File: src/rtl/ea_pkg.sv
package ea_pkg;
  localparam int WORD_W  = 36;
  localparam int ADDR_W  = 18;
  localparam int IDX_W   = 4;
  localparam int AC_W    = 4;
  localparam int OP_W    = WORD_W - ADDR_W - IDX_W - 1 - AC_W;
  localparam int NREG    = 1 << IDX_W;
  localparam int IND_POS = ADDR_W + IDX_W;

  typedef enum logic [1:0] {
    ST_IDLE  = 2'd0,
    ST_INDEX = 2'd1,
    ST_MWAIT = 2'd2,
    ST_DONE  = 2'd3
  } ea_state_t;

  // Most significant field first: bit 0 of the word is the port MSB.
  typedef struct packed {
    logic [OP_W-1:0]   op;
    logic [AC_W-1:0]   ac;
    logic              ind;
    logic [IDX_W-1:0]  idx;
    logic [ADDR_W-1:0] addr;
  } ea_word_t;

  function automatic ea_word_t split_word(input logic [WORD_W-1:0] w);
    return ea_word_t'(w);
  endfunction

  // Address arithmetic wraps at 2^ADDR_W.
  function automatic logic [ADDR_W-1:0] ea_add(input logic [ADDR_W-1:0] base,
                                               input logic [ADDR_W-1:0] off,
                                               input logic              use_off);
    logic [ADDR_W-1:0] term;
    term = use_off ? off : '0;
    return base + term;
  endfunction
endpackage

File: src/rtl/ea_field_split.sv
module ea_field_split
  import ea_pkg::*;
(
  input  logic [WORD_W-1:0] word,
  output logic [OP_W-1:0]   op,
  output logic [AC_W-1:0]   ac,
  output logic              ind,
  output logic [IDX_W-1:0]  idx,
  output logic [ADDR_W-1:0] addr
);
  ea_word_t f;

  always_comb begin
    f    = split_word(word);
    op   = f.op;
    ac   = f.ac;
    ind  = f.ind;
    idx  = f.idx;
    addr = f.addr;
  end
endmodule

File: src/rtl/ea_index_adder.sv
module ea_index_adder
  import ea_pkg::*;
(
  input  logic [ADDR_W-1:0] base,
  input  logic [IDX_W-1:0]  idx,
  input  logic [ADDR_W-1:0] reg_rhalf,
  output logic [IDX_W-1:0]  reg_sel,
  output logic              idx_used,
  output logic [ADDR_W-1:0] sum
);
  always_comb begin
    reg_sel  = idx;
    idx_used = (idx != '0);
    sum      = ea_add(base, reg_rhalf, idx_used);
  end
endmodule

File: src/rtl/ea_ctrl.sv
module ea_ctrl
  import ea_pkg::*;
(
  input  logic      clk,
  input  logic      rst_n,
  input  logic      start,
  input  logic      abort,
  input  logic      cur_ind,
  input  logic      mem_rvalid,
  output ea_state_t state,
  output logic      take_instr,
  output logic      take_fetch,
  output logic      go_mem,
  output logic      finish,
  output logic      abort_taken
);
  ea_state_t nxt;

  always_comb begin
    nxt        = state;
    take_instr = 1'b0;
    take_fetch = 1'b0;
    go_mem     = 1'b0;
    finish     = 1'b0;
    unique case (state)
      ST_IDLE: begin
        if (start) begin
          nxt        = ST_INDEX;
          take_instr = 1'b1;
        end
      end
      ST_INDEX: begin
        if (abort) begin
          nxt = ST_IDLE;
        end else if (cur_ind) begin
          nxt    = ST_MWAIT;
          go_mem = 1'b1;
        end else begin
          nxt    = ST_DONE;
          finish = 1'b1;
        end
      end
      ST_MWAIT: begin
        if (abort) begin
          nxt = ST_IDLE;
        end else if (mem_rvalid) begin
          nxt        = ST_INDEX;
          take_fetch = 1'b1;
        end
      end
      ST_DONE: nxt = ST_IDLE;
      default: nxt = ST_IDLE;
    endcase
  end

  assign abort_taken = abort && ((state == ST_INDEX) || (state == ST_MWAIT));

  always_ff @(posedge clk) begin
    if (!rst_n) state <= ST_IDLE;
    else        state <= nxt;
  end
endmodule

File: src/rtl/ea_resolver.sv
module ea_resolver
  import ea_pkg::*;
(
  input  logic              clk,
  input  logic              rst_n,
  input  logic              start,
  input  logic [WORD_W-1:0] instr,
  input  logic              abort,
  output logic              busy,
  output logic [IDX_W-1:0]  reg_sel,
  input  logic [WORD_W-1:0] reg_data,
  output logic              mem_req,
  output logic [ADDR_W-1:0] mem_addr,
  input  logic              mem_rvalid,
  input  logic [WORD_W-1:0] mem_rdata,
  output logic              done,
  output logic [ADDR_W-1:0] ea,
  output logic [OP_W-1:0]   op_out,
  output logic [AC_W-1:0]   ac_out
);
  // Decoded instruction fields
  logic [OP_W-1:0]   in_op;
  logic [AC_W-1:0]   in_ac;
  logic              in_ind;
  logic [IDX_W-1:0]  in_idx;
  logic [ADDR_W-1:0] in_addr;

  // Decoded fetched-word fields
  logic [OP_W-1:0]   unused_f_op;
  logic [AC_W-1:0]   unused_f_ac;
  logic              f_ind;
  logic [IDX_W-1:0]  f_idx;
  logic [ADDR_W-1:0] f_addr;

  // Current link of the chain
  logic              cur_ind;
  logic [IDX_W-1:0]  cur_idx;
  logic [ADDR_W-1:0] cur_addr;

  logic [OP_W-1:0]   op_q;
  logic [AC_W-1:0]   ac_q;
  logic [ADDR_W-1:0] mem_addr_q;
  logic [ADDR_W-1:0] ea_q;

  // Named internal events, observed by the checker
  ea_state_t         state;
  logic              take_instr;
  logic              chain_step;
  logic              go_mem;
  logic              finish;
  logic              abort_taken;
  logic              idx_used;
  logic [ADDR_W-1:0] step_sum;

  // Only the right half of an index register takes part in the add
  logic unused_reg_hi;
  assign unused_reg_hi = ^reg_data[WORD_W-1:ADDR_W];

  ea_field_split u_split_instr (
    .word (instr),
    .op   (in_op),
    .ac   (in_ac),
    .ind  (in_ind),
    .idx  (in_idx),
    .addr (in_addr)
  );

  ea_field_split u_split_fetch (
    .word (mem_rdata),
    .op   (unused_f_op),
    .ac   (unused_f_ac),
    .ind  (f_ind),
    .idx  (f_idx),
    .addr (f_addr)
  );

  ea_index_adder u_adder (
    .base      (cur_addr),
    .idx       (cur_idx),
    .reg_rhalf (reg_data[ADDR_W-1:0]),
    .reg_sel   (reg_sel),
    .idx_used  (idx_used),
    .sum       (step_sum)
  );

  ea_ctrl u_ctrl (
    .clk         (clk),
    .rst_n       (rst_n),
    .start       (start),
    .abort       (abort),
    .cur_ind     (cur_ind),
    .mem_rvalid  (mem_rvalid),
    .state       (state),
    .take_instr  (take_instr),
    .take_fetch  (chain_step),
    .go_mem      (go_mem),
    .finish      (finish),
    .abort_taken (abort_taken)
  );

  always_ff @(posedge clk) begin
    if (!rst_n) begin
      op_q       <= '0;
      ac_q       <= '0;
      cur_ind    <= 1'b0;
      cur_idx    <= '0;
      cur_addr   <= '0;
      mem_addr_q <= '0;
      ea_q       <= '0;
    end else begin
      if (take_instr) begin
        op_q     <= in_op;
        ac_q     <= in_ac;
        cur_ind  <= in_ind;
        cur_idx  <= in_idx;
        cur_addr <= in_addr;
      end else if (chain_step) begin
        cur_ind  <= f_ind;
        cur_idx  <= f_idx;
        cur_addr <= f_addr;
      end
      if (go_mem) mem_addr_q <= step_sum;
      if (finish) ea_q       <= step_sum;
    end
  end

  assign busy     = (state != ST_IDLE);
  assign done     = (state == ST_DONE);
  assign mem_req  = (state == ST_MWAIT);
  assign mem_addr = mem_addr_q;
  assign ea       = ea_q;
  assign op_out   = op_q;
  assign ac_out   = ac_q;
endmodule

File: config.mk
export PLATFORM = sky130hd
export DESIGN_NAME = ea_resolver
export DESIGN_NICKNAME = d
export VERILOG_FILES = /design/src/rtl/ea_pkg.sv /design/src/rtl/ea_field_split.sv /design/src/rtl/ea_index_adder.sv /design/src/rtl/ea_ctrl.sv /design/src/rtl/ea_resolver.sv
export SDC_FILE = /design/constraint.sdc
export NUM_CORES = 1
export LEC_CHECK = 0
export ABC_AREA = 1
export BUFFER_PORTS_ARGS = -buffer_cell sky130_fd_sc_hd__buf_2
export CAP_MARGIN = 15
export CORE_ASPECT_RATIO = 0.7
export CORE_MARGIN = 4
export CORE_UTILIZATION = 44
export CTS_CLUSTER_DIAMETER = 100
export CTS_CLUSTER_SIZE = 16
export DETAILED_ROUTE_END_ITERATION = 6
export GPL_ROUTABILITY_DRIVEN = 1
export GPL_TIMING_DRIVEN = 0
export PLACE_DENSITY = 0.85
export RECOVER_POWER = 50
export SLEW_MARGIN = 20
export SYNTH_ARGS = -nofsm -noshare
export SYNTH_HDL_FRONTEND = slang
export SYNTH_SLANG_ARGS = --single-unit
export TNS_END_PERCENT = 5
File: constraint.sdc
create_clock -name clk -period 2 [get_ports clk]
set_input_delay 0.4 -clock clk [delete_from_list [all_inputs] [get_ports clk]]
set_output_delay 0.4 -clock clk [all_outputs]
set_load 0.03 [all_outputs]
# [After elaboration in Yosys (flattened, before gate mapping)]
# Index checks and enable logic that the tools add are counted.
[classes] addsub=1 n_eq_ne=5 muxes=24 n_reduce_logical=5
[op_table] cell="18-bit 2-to-1 mux" n=3
[op_table] cell="18-bit adder" n=1
[op_table] cell="1-bit 2-to-1 mux" n=14
[op_table] cell="2-bit 2-to-1 mux" n=4
[op_table] cell="4-bit 2-to-1 mux" n=2
[op_table] cell="2-bit case mux with 4 select lines" n=1
[op_table] cell="2-bit equality test, second input constant" n=2
[op_table] cell="2-bit nonzero test" n=2
[op_table] cell="4-bit nonzero test" n=1
[op_table] cell="3-bit by 2-bit != test with 1-bit output, second input constant" n=1
[op_table] cell="2-bit by 1-bit equality test with 1-bit output, second input constant" n=1
[op_table] cell="2-bit zero test" n=1
[op_table] cell="2-bit != test, second input constant" n=1
[op_table] cell="2-bit AND reduction" n=1
[word_totals] ff_bits=74 input_bits=113 out_inout_bits=56 word_cells=43

# [Logic depth before layout (Yosys ltp)]
# Gate-level depths: netlist of run 1.
[logic_depth] word_depth=5 mapped_depth=18 mapped_depth_nobuf=17

# [Modules after synthesis]
# Synthesis of run 1 repeated with hierarchy kept, for this count alone.
[hier_totals] cells_unflattened=722 area_unflattened_um2=4728.3
[by_module_without_submodules] mod="ea_resolver" n_inst=1 cells_per_inst=391 area_per_inst_um2=2816.5 seq_area_each_um2=1441.4
[by_module_without_submodules] mod="ea_index_adder" n_inst=1 cells_per_inst=222 area_per_inst_um2=1151.1 seq_area_each_um2=0.0
[by_module_without_submodules] mod="ea_field_split" n_inst=2 cells_per_inst=36 area_per_inst_um2=270.3 seq_area_each_um2=0.0
[by_module_without_submodules] mod="ea_ctrl" n_inst=1 cells_per_inst=37 area_per_inst_um2=220.2 seq_area_each_um2=40.0

# [Least setup slack after synthesis of run 1]
# OpenSTA, ideal clock, no wires.
[synth_path] path_type="reg2reg" start="register cur_idx[3]" end="register ea_q[16] (netlist: ea[16])" setup_ns=0.109 t_arrival_ns=2.190 slack_ns=-0.299 stages_incl_launch_ff=17 path_buffers=1 path_cell_list="dfxtp_1 -> nor2_1 -> nand2_1 -> clkinv_1 -> clkbuf_1 -> nor2_1 -> fa_1 -> nand3_1 -> nand2_1 -> nand2_1 -> nand2_1 -> nand2_1 -> nand2_1 -> nand2_1 -> nand3_1 -> nand2_1 -> inv_1"
[synth_between] elab_chain_len=3
[synth_lines] element="from (decl)" line_no="ea_resolver.sv:37" text="logic [IDX_W-1:0] cur_idx;"
[synth_lines] element="from (signal assigned)" line_no="ea_resolver.sv:115" text="cur_idx <= in_idx;"
[synth_lines] element="from (signal assigned)" line_no="ea_resolver.sv:119" text="cur_idx <= f_idx;"
[synth_lines] element="4-bit nonzero test" line_no="ea_index_adder.sv:13" text="idx_used = (idx != '0);"
[synth_lines] element="18-bit 2-to-1 mux" line_no="ea_pkg.sv:35" text="term = use_off ? off : '0;"
[synth_lines] element="18-bit adder" line_no="ea_pkg.sv:36" text="return base + term;"
[synth_lines] element="to (signal assigned)" line_no="ea_resolver.sv:123" text="if (finish) ea_q <= step_sum;"
[synth_lines] element="to (decl)" line_no="ea_resolver.sv:43" text="logic [ADDR_W-1:0] ea_q;"
# Every way passes these cells.
# A chain may end at the register's enable or synchronous reset.

# [Worst setup path after layout of run 1]
[layout_path] start="register cur_idx[2]" end="register ea_q[8] (netlist: ea[8])"
# The elaborated chain is that of the path after synthesis.

==> results of run 1 <==
==> what timing repair did <==
| action | 4_1_cts | 5_1_grt |
|---|---|---|
| hold endpoints to repair | 0 | 0 |
| cloned | 1 | 0 |
| resized for setup | 61 | 65 |
| endpoints found under the setup margin | 29 | 27 |
| pin swaps | 40 | 22 |
| buffers inserted | 17 | 3 |
==> sequential cells by signal, indices dropped and copies added, names as in the netlist <==
signal,count
cur_ind,1
mem_addr,18
cur_addr,18
ea,18
u_ctrl.state,2
cur_idx,4
op_out,9
ac_out,4
==> path summary, 6_finish.rpt <==
path | start | endpoint | depth (start not counted)
min | instr[34] | op_out[7] | 3
max reg2reg | cur_idx[2] | ea[8] | 15
max | cur_idx[2] | ea[8] | 15
min reg2reg | ac_out[3] | ac_out[3] | 2
==> cells by family after synthesis <==
family / after synthesis
simple gates: 321
buf+inv: 113
compound gates: 100
flops: 74
fa+ha+maj: 18
xor+xnor: 6
==> cells in the final DEF, fill, tap and decap left out, types with 21 or more instances in the layout <==
master and n:
o21ai_1 27, a31oi_1 23, nand2_1 110, o21ai_0 29, inv_1 82, dfxtp_1 70, buf_2 94, nand3_1 28
nand2_2 24, clkbuf_1 65, nor2_1 106, buf_4 21
==> final cells by class <==
type                    instances  area share
multi-input cells             445       0.449
flip-flops and latches         74       0.252
repair buffers                157       0.133
inverters                      88      0.0573
clock buffers                  12      0.0451
well taps                     124      0.0261
plain buffers                  25      0.0207
clock inverters                 4      0.0160
==> power groups by stage <==
stage,Clock (mW),Combinational [mW],Sequential [mW]
after floorplan,0,0.789,1.85
after global placement,0,1.30,1.71
after detailed placement,0,1.31,1.71
after CTS,1.96,1.59,1.69
after global routing,2.02,1.97,1.71
final,1.94,1.81,1.70
==> critical path: cells and delay by family, from the launching register on <==
family | cells | cell delay, ns
AO/OA/AOI/OAI | 1 | 0.13
adder cells (fa/ha/maj) | 1 | 0.29
buffers and inverters | 5 | 0.61
flip-flops | 1 | 0.34
AND/OR/NAND/NOR | 8 | 0.70
==> routing by layer <==
layer  wire, um  GRT usage
met5          0          0
met4        295     0.0610
met3       1220     0.0722
met2       6090      0.394
met1       6050      0.317
==> metrics by stage <==
step	util	power, mW	setup WS, ns	std cells
2_1_floorplan	-	2.64	-0.0162	632
3_3_place_gp	0.546	3.00	-0.295	892
3_5_place_dp	0.546	3.02	-0.347	892
4_1_cts	0.636	5.23	-0.105	926
5_1_grt	0.657	5.70	-0.269	929
6_report	0.657	5.45	-0.191	929
==> out/metrics.cfg, run 1 <==
[cells_and_area]
syn2layout_area_growth_pct = 46.2
n_fill_cell = 792
multi_input_area_mm2 = 0.00267
nNetsFinal = 931
num_antenna_cells = 0
seq_area_mm2 = 0.00150
layout-drive-gt1-share = 0.297
final_area_mm2 = 0.00594

[setup_path]
r2r_slack_ns = -0.19
max_stage_delay_ns = 0.34
crit_type = reg2reg
cp_cell_sequence = nor2_2 > nand2_2 > clkinv_4 > buf_8 > nor2_4 > ha_4 > buf_4 > nand2_2 > nor2_4 > nand2_4 > buf_4 > nand3_2 > nand3_1 > o211ai_1 > inv_1
cp-start-kind = flip-flop
end_kind = flip-flop
crit_slowest_cell = dfxtp_4
crit_arrival_ns = 2.41
crit_required_ns = 2.22
cp_max_fo = 5

[yosys]
yosysTopAreaCell = dfxtp_1
synth_top_flop_cell = dfxtp_1
synth_edf_count = 0
synthXorXnorAreaFrac = 0.0129
syn_area_mm2 = 0.00406
synth_top_family_by_area = simple AND/OR/NAND/NOR gates
synth.distinct_cells = 31
synth-async-reset-ratio = 0
syn_inst = 632
yosys.area_share.simple = 0.322
synthMostInstantiatedCell = nand2_1
synth-seq-cells = 74
synthMuxAreaShare = 0
synth.area.top_cells = dfxtp_1 36%, nand2_1 13%, nor2_1 12%
synth_compound_area_frac = 0.133
yosysWarnings = 0
synth_nets = 763
yosys.area_share.adder = 0.0573
synth_top_area_frac = 0.365
synth_common_cells = 140 x nand2_1, 128 x nor2_1, 84 x inv_1
synth-seq-area-share = 0.365
syn_area_per_cell_um2 = 6.42

[grt]
grt_pass1_vias = 4379
grt_use_total = 0.242
grt_max_degree = 13
grt_antenna_before_repair = 0
overflow = 0
grt_first_pass_wirelength_um = 20600

[detailed_routing]
routedWlPerCell_um = 14.7
postRouteAntennaNets = 0
drc = 0
drt_wl_total_um = 13700
via_count = 4713
via_per_inst = 5.07
firstDrtPassIters = 4
first_iter_violations = 351

[timing]
hold_ws_ns = 0.313
setup_ws_ns = -0.191
final_max_slew_viol_count = 0
fmax_mhz = 456
worst_slew_pin_slew_ns = 0.558
skew_ns = 0.00683
finalCriticalPeriod_ns = 2.19
setup_viol = 24
rsz0062_at_grt = true
slew_headroom = 0.628
finalHoldViolations = 0
finalSetupTns_ns = -2.24
finalCritPeriodShare = 1.10

[outcome]
violations = setup timing
status = finished with violations

[pwr]
pwr-share-seq = 0.311
leakagePower_nw = 2.96
switching_share = 0.335
pwr-share-clk = 0.356
p_per_area_mw_per_mm2 = 918
ir_drop_uv = 588
power.switching_mw = 1.82
p_int_mw = 3.62
combPwrFrac = 0.333

[hold_path]
min_path_type = in2reg

[die]
fp.coreArea_mm2 = 0.00903
dieArea_mm2 = 0.0109
fp.dieH_um = 88.4
start_util = 0.449
std_cell_rows = 29
boundaryPins = 169
die_width_um = 123

[place]
place_congestion = 0.930
hpwlAfterDp_um = 9380
place_area_mm2 = 0.00493
place.port_buffers = 136

[clock_network]
clkLatencyLatePin_ns = 0.34
cts.sinks = 74
hold_buffers = 0
cts_tree = done
cts_root_buffer = clkbuf_16
cts_buffer_depth = 2
htreeDepth = 3
numCtsBuffers = 9
clkTransAtPathRegs_ns = 0.06

[run]
max_cap_viol_count = 0

Note: power is estimated with default switching activity, not from simulation.
==> inputs of run 2 (changes only) <==
CORE_UTILIZATION = 46   (was 44)
GPL_ROUTABILITY_DRIVEN = 0   (was 1)
PLACE_DENSITY = 0.86   (was 0.85)
SYNTH_HIERARCHICAL = 1   (was unset)
==> run 2 against run 1 <==
Register-to-register slack lost 0.05 ns. Fmax shrank 2.3%. The run still ends with setup timing left. Via count shrank 2.9%. Critical endpoint is now mem_addr[10]. Count of clock-buffer cells in the layout shrank 2. Critical path type unchanged.
==> out/metrics.cfg, run 2 <==
[clock_network]
hold_buffers = 0
clkLatencyLatePin_ns = 0.33
cts_tree = done
clkTransAtPathRegs_ns = 0.06
cts_buffer_depth = 2
numCtsBuffers = 9
htreeDepth = 3
cts.sinks = 74
cts_root_buffer = clkbuf_16

[pwr]
fin_total_pwr_mw = 5.41
p_per_area_mw_per_mm2 = 935
leakagePower_nw = 3.09
ir_drop_uv = 575

[hold_path]
min_path_type = in2reg
hold-path-cell-count = 3
min_to = op_out[2]
hold_start = instr[29]

[timing]
rsz0062_at_grt = true
final_max_slew_viol_count = 0
finalCritPeriodShare = 1.12
setup_ws_ns = -0.242
setup_viol = 28
slew_headroom = 0.664
finalCriticalPeriod_ns = 2.24
fmax_mhz = 446
skew_ns = 0.00524
worst_slew_pin_slew_ns = 0.502
finalHoldViolations = 0

[detailed_routing]
first_iter_violations = 250
drt_wl_total_um = 12900
firstDrtPassIters = 5
routedWlPerCell_um = 13.8
via_count = 4577
postRouteAntennaNets = 0
via_per_inst = 4.86
drc = 0

[place]
place.port_buffers = 78
place_ws_ns = -0.449
hpwlAfterDp_um = 9700

[die]
boundaryPins = 169
std_cell_rows = 30
start_util = 0.474
fp.coreArea_mm2 = 0.00976
dieArea_mm2 = 0.0117
die_width_um = 128
fp.dieH_um = 91.9

[cells_and_area]
num_antenna_cells = 0
final_common_cell = nand2_1
syn2layout_area_growth_pct = 25.1
final_cell_mix = 128 x nand2_1, 127 x nor2_1, 79 x buf_4, 75 x inv_1, 70 x dfxtp_1
nNetsFinal = 944
layout-drive-gt1-share = 0.262

[grt]
grt_max_degree = 14
overflow = 0
gr-usage-met3 = 0.0652
grt_pass1_vias = 4275
grt_antenna_before_repair = 0
met1_usage = 0.288
use_met2 = 0.343
grt_first_pass_wirelength_um = 20400
grt_use_total = 0.216
grt_busiest_layer = met2

[setup_path]
cp_max_fo = 6
crit_type = reg2reg
crit_arrival_ns = 2.46
crit_required_ns = 2.22
regToRegStartpoint = cur_idx[2]
rr_worst_depth = 17
r2r_slack_ns = -0.24
timing.rr.end = mem_addr[10]
end_kind = flip-flop
cp-start-kind = flip-flop

[run]
max_cap_viol_count = 0

[yosys]
syn_area_per_cell_um2 = 6.54
synth_nets = 843
syn_area_mm2 = 0.00462
syn_inst = 707
yosysWarnings = 6

[outcome]
violations = setup timing
status = finished with violations

run 2: layout make-up:
type / count / area, um2
Buffer: 89 / 627
Clock buffer: 10 / 239
Clock inverter: 6 / 90.1
Fill cell: 965 / 3980
Inverter: 82 / 312
Multi-Input combinational cell: 462 / 2450
Sequential cell: 74 / 1490
Tap cell: 128 / 160
Timing Repair Buffer: 90 / 420
run 2: routing by layer:
metal / wire length (um) / up-vias
met3: 1160 / 8
met1: 5720 / 2057
met2: 5970 / 182
met5: 0 / -
met4: 86 / 0
li1: - / 2330
run 2: worst max path at each step:
stage,cells past startpoint,to,start
6_report,17,mem_addr[10],cur_idx[2]
5_1_grt,18,mem_addr[10],cur_idx[1]
4_1_cts,18,mem_addr[10],cur_idx[0]
3_5_place_dp,15,ea[6],cur_idx[2]
3_3_place_gp,15,ea[6],cur_idx[2]
2_1_floorplan,17,ea[12],cur_idx[2]
run 2: critical path, stage by stage, from the launching register on:
cell and delay (ns):
dfxtp_2 0.33, nor2_2 0.04, nand2_1 0.09, inv_2 0.06
buf_6 0.13, nor2_4 0.07, ha_2 0.18, inv_2 0.04
fa_2 0.34, nand3b_1 0.17, nand2_2 0.12, nand2_2 0.08
nand2_4 0.10, nand3_4 0.07, nand3_1 0.08, nand2_2 0.06
nor2_1 0.10, nor2_1 0.06
run 2: report_power, final:
group / total [mW] / switching (mW) / internal [mW] / leakage [nW]
logic: 1.89 / 1.21 / 0.675 / 2.32
registers: 1.74 / 0.0968 / 1.64 / 0.607
clock network: 1.78 / 0.656 / 1.13 / 0.159
total: 5.41 / 1.96 / 3.44 / 3.09
run 2: stage by stage:
stage / utilization / cell area, um2 / setup TNS (ns) / std cells / hold WS, ns
6_report: 0.593 / 5780 / -4.45 / 941 / 0.284
3_5_place_dp: 0.532 / 5190 / -8.09 / 913 / 0.478
5_1_grt: 0.593 / 5780 / -8.58 / 941 / 0.288
3_3_place_gp: 0.532 / 5190 / -7.79 / 913 / 0.472
4_1_cts: 0.582 / 5680 / -4.93 / 938 / 0.272
2_1_floorplan: - / 4640 / -1.51 / 707 / 0.507
run 2: timing repair:
action	CTS	global route
setup buffers	9	3
gates resized for setup	25	35
pin swaps	21	23
endpoints found under the setup margin	30	31
==> inputs of run 3 (changes only) <==
CORE_UTILIZATION = 50   (was 46)
PLACE_DENSITY = 0.88   (was 0.86)
SLEW_MARGIN = unset   (was 20)
clock period = 2.1 ns   (was 2 ns; I/O delays follow)
==> run 3 against run 2 <==
Final area about the same. Highest routed layer unchanged. Critical endpoint is now ea[6]. Clock power down 21%. Non-clock buffer count up 5. Critical path depth down 1. Die area down 7.4%. Largest power group unchanged. Fmax down 0.79%. The run still ends with setup timing left.
==> out/metrics.cfg, run 3 (same netlist as run 2, synthesis figures left out) <==
[setup_path]
regToRegStartpoint = cur_idx[0]
crit_type = reg2reg
cp_cell_sequence = nor2_1 > nand2_1 > inv_2 > buf_6 > nor2_4 > ha_4 > inv_2 > fa_2 > nand3b_1 > nand2_2 > nand2_2 > nand2_4 > buf_12 > xor2_4 > nor2_1 > nor2_1
crit_arrival_ns = 2.53
crit_required_ns = 2.37
timing.rr.end = ea[6]
crit_slowest_cell = dfxtp_2
cp_max_fo = 3
end_kind = flip-flop
cp-start-kind = flip-flop
crit_top_cell = nor2_1
rr_worst_depth = 16
r2r_slack_ns = -0.16
max_stage_delay_ns = 0.34

[place]
place_ws_ns = -0.428
dp_cells = 909
hpwlAfterDp_um = 9480
place.port_buffers = 78

[hold_path]
min_path_type = in2reg
hold_start = instr[25]
min_to = ac_out[2]
hold-path-cell-count = 3

[timing]
rsz0062_at_grt = true
finalHoldViolations = 0
worst_slew_pin_slew_ns = 0.478
finalCriticalPeriod_ns = 2.26
final_max_slew_viol_count = 0
hold_ws_ns = 0.307
finalCritPeriodShare = 1.08
setup_ws_ns = -0.160
slew_headroom = 0.680
setup_viol = 26
skew_ns = 0.00741
fmax_mhz = 443

[die]
std_cell_rows = 29
fp.dieH_um = 88.5
boundaryPins = 169
fp.coreArea_mm2 = 0.00903
dieArea_mm2 = 0.0109
start_util = 0.512
die_width_um = 123

[detailed_routing]
via_count = 4603
drt_wl_total_um = 12900
routedWlPerCell_um = 13.7
first_iter_violations = 316
firstDrtPassIters = 5
postRouteAntennaNets = 0
drc = 0
via_per_inst = 4.89

[run]
max_cap_viol_count = 0

[cells_and_area]
n_fill_cell = 832
num_antenna_cells = 0
layout-drive-gt1-share = 0.252
stdcell_count = 941
nNetsFinal = 949
final_common_cell = nand2_1
syn2layout_area_growth_pct = 25.1
final_cell_mix = 134 x nand2_1, 129 x nor2_1, 82 x buf_4, 74 x inv_1, 70 x dfxtp_1

[clock_network]
cts_root_buffer = clkbuf_16
numCtsBuffers = 9
cts_buffer_depth = 2
clkTransAtPathRegs_ns = 0.06
clkLatencyLatePin_ns = 0.33
htreeDepth = 3
cts_tree = done
hold_buffers = 0
cts.sinks = 74

[outcome]
violations = setup timing
status = finished with violations

[grt]
grt_pass1_vias = 4379
grt_antenna_before_repair = 0
overflow = 0
grt_first_pass_wirelength_um = 19900
grt_use_total = 0.235
grt_max_degree = 13

[pwr]
ir_drop_uv = 493
p_per_area_mw_per_mm2 = 847
leakagePower_nw = 3.06

[run 3: routing by layer]
| layer | vias to the layer above | share of wire | GRT usage |
|---|---|---|---|
| met4 | 0 | 0.020 | 0.0854 |
| met5 | - | 0 | 0 |
| met2 | 175 | 0.45 | 0.381 |
| li1 | 2338 | - | - |
| met3 | 21 | 0.095 | 0.0850 |
| met1 | 2069 | 0.44 | 0.289 |
[run 3: worst max-delay path by stage]
stage / from / endpoint / slack (ns) / cells after the start
detailed placement: cur_idx[1] / ea[6] / -0.43 / 15
global placement: cur_idx[3] / ea[6] / -0.38 / 15
global route: cur_idx[0] / mem_addr[16] / -0.30 / 15
floorplan: cur_idx[2] / ea[12] / -0.05 / 17
finish: cur_idx[0] / ea[6] / -0.16 / 16
CTS: cur_idx[0] / mem_addr[12] / -0.15 / 18
[run 3: where the power goes]
group | switching [mW] | internal (mW)
logic | 1.15 | 0.676
registers | 0.102 | 1.56
clock network | 0.586 | 0.825
total | 1.83 | 3.06
[run 3: per-stage QoR]
step	util	cell area [um2]	TNS, ns	total power, mW
4_1_cts	0.632	5710	-2.43	4.85
5_1_grt	0.640	5780	-6.69	5.19
3_5_place_dp	0.574	5190	-6.36	3.28
3_3_place_gp	0.574	5190	-5.40	3.25
2_1_floorplan	-	4640	-0.384	2.86
6_report	0.640	5780	-2.50	4.90
[run 3: cell type report]
class,count,area (um2),area share
clock inverters,4,28.8,0.00498
flip-flops and latches,74,1490,0.257
inverters,82,308,0.0532
repair buffers,95,473,0.0818
clock buffers,11,243,0.0420
plain buffers,89,627,0.108
well taps,124,155,0.0268
multi-input cells,462,2460,0.426
[run 3: critical path, delay by kind of cell, from the launching register on]
kind | cells | cell delay [ns]
buf+inv | 4 | 0.32
xor+xnor | 1 | 0.19
fa+ha+maj | 2 | 0.47
flops | 1 | 0.34
simple gates | 9 | 0.89
[run 3: what timing repair did]
action | in CTS | in global routing
buffers inserted | 13 | 4
pin swaps | 35 | 19
gates cloned | 0 | 0
endpoints found under the setup margin | 26 | 28
resized for setup | 32 | 21
